`src/rtl/rtc_irq_pkg.sv`:
```
package rtc_irq_pkg;
  localparam logic [2:0] DIV_RUN = 3'b010;
  localparam logic [2:0] DIV_CLR = 3'b111;

  // codes 1 and 2 reuse the slow taps of codes 8 and 9
  function automatic logic [3:0] fold_rate(input logic [3:0] code);
    case (code)
      4'd1:    return 4'd8;
      4'd2:    return 4'd9;
      default: return code;
    endcase
  endfunction

  // low-bit mask whose all-ones state marks the last tick of a period
  function automatic int unsigned tap_mask(input logic [3:0] code);
    logic [3:0] f;
    f = fold_rate(code);
    if (f == 4'd0) return 0;
    return (32'd1 << (f - 4'd1)) - 32'd1;
  endfunction
endpackage

```
`src/rtl/rtc_irq_divider.sv`:
```
module rtc_irq_divider #(
  parameter int DIV_W = 15
) (
  input  logic             clk,
  input  logic             rst_n,
  input  logic             tb_tick,
  input  logic [2:0]       div_ctl,
  output logic             run,
  output logic [DIV_W-1:0] cnt
);
  import rtc_irq_pkg::*;

  logic clr;
  assign run = (div_ctl == DIV_RUN);
  assign clr = (div_ctl == DIV_CLR);

  always_ff @(posedge clk) begin
    if (!rst_n || clr) cnt <= '0;
    else if (run && tb_tick) cnt <= cnt + 1'b1;
  end
endmodule

```
`src/rtl/rtc_irq_tap.sv`:
```
module rtc_irq_tap #(
  parameter int DIV_W = 15
) (
  input  logic             tb_tick,
  input  logic             run,
  input  logic [3:0]       rate_sel,
  input  logic [DIV_W-1:0] cnt,
  output logic             per_evt
);
  import rtc_irq_pkg::*;

  logic [DIV_W-1:0] mask;
  logic             active;

  assign mask    = DIV_W'(tap_mask(rate_sel));
  assign active  = (fold_rate(rate_sel) != 4'd0);
  assign per_evt = run && tb_tick && active && ((cnt & mask) == mask);
endmodule

```
`src/rtl/rtc_irq_flagbank.sv`:
```
module rtc_irq_flagbank #(
  parameter int NFLAG = 2
) (
  input  logic             clk,
  input  logic             rst_n,
  input  logic [NFLAG-1:0] set_evt,
  input  logic             clr_rd,
  output logic [NFLAG-1:0] flags
);
  for (genvar i = 0; i < NFLAG; i++) begin : g_flag
    always_ff @(posedge clk) begin
      if (!rst_n) flags[i] <= 1'b0;
      else        flags[i] <= set_evt[i] | (flags[i] & ~clr_rd);
    end
  end
endmodule

```
`src/rtl/rtc_irq_flags.sv`:
```
module rtc_irq_flags #(
  parameter int DIV_W = 15
) (
  input  logic       clk,
  input  logic       rst_n,
  input  logic       tb_tick,
  input  logic [2:0] div_ctl,
  input  logic [3:0] rate_sel,
  input  logic       upd_done,
  input  logic       pie_en,
  input  logic       uie_en,
  input  logic       flag_rd,
  output logic [7:0] status,
  output logic       irq
);
  localparam int NFLAG = 2;
  localparam int PF_I  = 1;
  localparam int UF_I  = 0;

  logic             run;
  logic [DIV_W-1:0] cnt;
  logic             per_evt;
  logic [NFLAG-1:0] flags;
  logic             summary;

  rtc_irq_divider #(.DIV_W(DIV_W)) u_div (
    .clk(clk), .rst_n(rst_n), .tb_tick(tb_tick), .div_ctl(div_ctl),
    .run(run), .cnt(cnt)
  );

  rtc_irq_tap #(.DIV_W(DIV_W)) u_tap (
    .tb_tick(tb_tick), .run(run), .rate_sel(rate_sel), .cnt(cnt),
    .per_evt(per_evt)
  );

  rtc_irq_flagbank #(.NFLAG(NFLAG)) u_flags (
    .clk(clk), .rst_n(rst_n), .set_evt({per_evt, upd_done}),
    .clr_rd(flag_rd), .flags(flags)
  );

  assign summary = (flags[PF_I] & pie_en) | (flags[UF_I] & uie_en);
  assign status  = {summary, flags[PF_I], 1'b0, flags[UF_I], 4'b0000};
  assign irq     = summary;
endmodule

```
`config.mk`:
```
export PLATFORM = sky130hd
export DESIGN_NAME = rtc_irq_flags
export DESIGN_NICKNAME = d
export VERILOG_FILES = /design/src/rtl/rtc_irq_pkg.sv /design/src/rtl/rtc_irq_divider.sv /design/src/rtl/rtc_irq_tap.sv /design/src/rtl/rtc_irq_flagbank.sv /design/src/rtl/rtc_irq_flags.sv
export SDC_FILE = /design/constraint.sdc
export NUM_CORES = 1
export LEC_CHECK = 0
export ABC_AREA = 1
export BUFFER_PORTS_ARGS = -buffer_cell sky130_fd_sc_hd__buf_2
export CAP_MARGIN = 20
export CELL_PAD_IN_SITES_DETAIL_PLACEMENT = 1
export CELL_PAD_IN_SITES_GLOBAL_PLACEMENT = 1
export CORE_MARGIN = 4
export CORE_UTILIZATION = 39
export DETAILED_ROUTE_END_ITERATION = 8
export PLACE_DENSITY = 0.88
export SLEW_MARGIN = 20
export SYNTH_ARGS = -nofsm -noshare
export SYNTH_HDL_FRONTEND = slang
export SYNTH_HIERARCHICAL = 1
export SYNTH_SLANG_ARGS = --single-unit
```
`constraint.sdc`:
```
create_clock -name clk -period 2.1 [get_ports clk]
set_clock_uncertainty 0.15 [all_clocks]
set_input_delay 0.315 -clock clk [delete_from_list [all_inputs] [get_ports clk]]
set_output_delay 0.315 -clock clk [all_outputs]
set_load 0.005 [all_outputs]
```
==> run_results.csv <==
group,metric,value,unit
cts,cts_buffer_depth,2,
cts,cts_hold_buf,0,
route,via_per_inst,4.895,
global_routing,grt_start_max_net_pins,11,
logic_synthesis,synth_seq_cells,17,
cts,cts_setup_buffers,0,
cts,cts_tree,"built",
cts,h-tree-depth,1,
timing,tns,0,ns
finish,multi_input_area,972.2,µm²
logic_synthesis,synth-seq-area-share,22.54,%
logic_synthesis,netlist_area,1510,µm²
power,pwr_density_cell,422.2,nW/µm²
worst_setup_path,crit_path_start_kind,"flip-flop",
finish,n_antenna_cell,0,
logic_synthesis,synthAdderAreaFrac,1.657,%
worst_setup_path,cp-startpoint,"u_div/cnt[1]",
floorplan,coreArea,3689,µm²
logic_synthesis,synth_warnings,6,
finish,syn_to_final_growth,11.35,%
worst_hold_path,min-delay-start,"upd_done",
route,wl,4.064,mm
logic_synthesis,yosysTopAreaCellShare,22.54,%
worst_setup_path,crit_type,"flip-flop to flip-flop",
power,ir_drop,0.2223,mV
logic_synthesis,avgSynthCellArea,5.899,µm²
timing,maxSlewViolCount,0,
run_status,status,"finished clean",
finish,layout.nets,294,
timing,setup_violations,0,
route,ant_nets,0,
worst_setup_path,slowest_stage,"dfxtp_1",
placed_design,place_congestion,0.8132,
placed_design,dpl_cell_area,1637,µm²
worst_setup_path,max_stage_delay,0.42,ns
logic_synthesis,synthArstFlopShare,0,%
cts,clock_sinks,17,
finish,design_area,1682,µm²
floorplan,die_area,4932,µm²
floorplan,start_util,40.94,%
worst_setup_path,arrival,1.74,ns
placed_design,hpwl,3.321,mm
worst_setup_path,r2r_cells,8,
run,drv_cap,0,
timing,timing.fmax,572.3,MHz
placed_design,port-buffer-count,17,
worst_setup_path,crit_chain,"ha_1, inv_1, nor2_1, nand2_1, nor2_4, nand2_1, o21ai_0, nor2_1",
floorplan,die_x,70.23,µm
global_routing,grt_pass1_wl,7.120,mm
floorplan,fp-row-count,22,
logic_synthesis,synth.distinct_cells,29,
global_routing,grt_pass1_vias,1643,
floorplan,ios,23,
cts,cts_resized,0,
worst_hold_path,hold_depth,3,
cts,cts_root_buf,"clkbuf_8",
logic_synthesis,synth_compound_area_share,7.622,%
worst_setup_path,rr_startpoint,"u_div/cnt[1]",
worst_setup_path,cp_max_fo,5,
timing,timing.hold.ws,0.1529,ns
global_routing,antenna_found_initial,0,
logic_synthesis,synth_edf_count,0,
route,wl_per_cell,12.50,µm
logic_synthesis,synthFlopType,"dfxtp_1",
worst_setup_path,crit_required,2.09,ns
floorplan,dieHeight,70.23,µm
route,dr.pass1.iters,4,
route,drt_iter0_markers,53,
logic_synthesis,synth_cells,256,
finish,layout-drive-gt1-share,19.13,%
timing,fin_crit_sh,83.21,%
cts,clock_latency,0.25,ns
finish,seqCellArea,340.3,µm²
timing,rsz0062_at_grt,"false",
worst_setup_path,crit_path_end_kind,"flip-flop",
cts,clk_pin_slew,0.07,ns
logic_synthesis,synth_top_cell_by_area,"dfxtp_1",
timing,hold_viol_final,0,
power,p_leak,0.8086,nW
worst_hold_path,hp-class,"primary input to flip-flop",
global_routing,grt_overflow,0,
logic_synthesis,synthSimpleGateAreaFrac,52.20,%
finish,num-fill-cells,543,
logic_synthesis,synth-xor-area-share,1.160,%
timing,finalCriticalPeriod,1.747,ns
route,drcViolationCount,0,
logic_synthesis,ys_top_cells_by_area,"dfxtp_1 23%, nand2_1 17%, inv_1 9.2%",
route,vias,1591,
cts,cts_buffers,3,
logic_synthesis,synth_top_family_by_area,"simple AND/OR/NAND/NOR gates",
global_routing,grt_usage,17.59,%
logic_synthesis,synth_mux_area_share,0,%
## path summary, 6_finish.rpt
kind	endpoint	slack, ns
max	u_div/cnt[8]	0.35
min reg2reg	u_flags/flags[0]	0.33
min	u_flags/flags[0]	0.15
max reg2reg	u_div/cnt[8]	0.35
## metal layers
layer	share of wire, %	GRT usage (%)
met5	0	0
met4	0.49	5.319
met3	3.3	1.871
met2	49	31.39
met1	47	21.90
## registers in the layout, indices dropped and copies added, names as in the netlist
register and count:
u_div/cnt 15, u_flags/flags 2
## final cells by class
type	count	share of cell area, %
well taps	48	3.571
clock buffers	4	2.679
multi-input cells	193	57.81
inverters	45	10.19
flip-flops and latches	17	20.24
repair buffers	18	5.506
## cell usage after synthesis, drive strengths merged (2+ instances only)
master	number
a21oi	10
buf	6
conb	2
dfxtp	17
ha	2
inv	45
nand2	78
nand3	22
nand3b	5
nand4	9
nor2	46
nor3b	2
o21ai	5
o31ai	2
## critical path, delay by kind of cell (launching register included)
kind	cells	cell delay [ns]
simple gates	5	0.56
flops	1	0.42
fa+ha+maj	1	0.26
compound gates	1	0.17
buf+inv	1	0.09
## stage by stage
| stage | cells | util, % | worst slack [ns] | total power [mW] |
|---|---|---|---|---|
| after floorplan | 261 | - | 0.4045 | 0.4320 |
| after global placement | 321 | 44.37 | 0.1574 | 0.4659 |
| after detailed placement | 321 | 44.37 | 0.1307 | 0.4695 |
| after CTS | 325 | 45.59 | 0.3659 | 0.7173 |
| after global routing | 325 | 45.59 | 0.1458 | 0.7556 |
| final | 325 | 45.59 | 0.3527 | 0.7099 |
## cells by family (layout without fill, tap and decap cells)
logic type	after synthesis	after routing
xor gates and xnor gates	2	2
and+or+nand+nor	164	164
AOI/OAI and AO/OA	18	18
adders and majority gates	2	2
buffers and inverters	51	67
other	2	7
DFF	17	17
## power by group
group          internal [mW]  total, mW  switching, mW
combinational         0.0461      0.138         0.0917
clock                  0.135      0.246          0.112
sequential             0.324      0.326        0.00167
total                  0.505      0.710          0.205
## placed cells by master, fill, tap and decap left out, types with 7 or more instances in the layout
cell / n
nand4_1: 8
a21oi_1: 9
dfxtp_1: 17
nor2_1: 37
nand2_1: 70
nand2_2: 8
buf_2: 17
inv_1: 37
inv_2: 7
nand3_1: 19
conb_1: 7
Note: power is estimated with default switching activity, not from simulation.
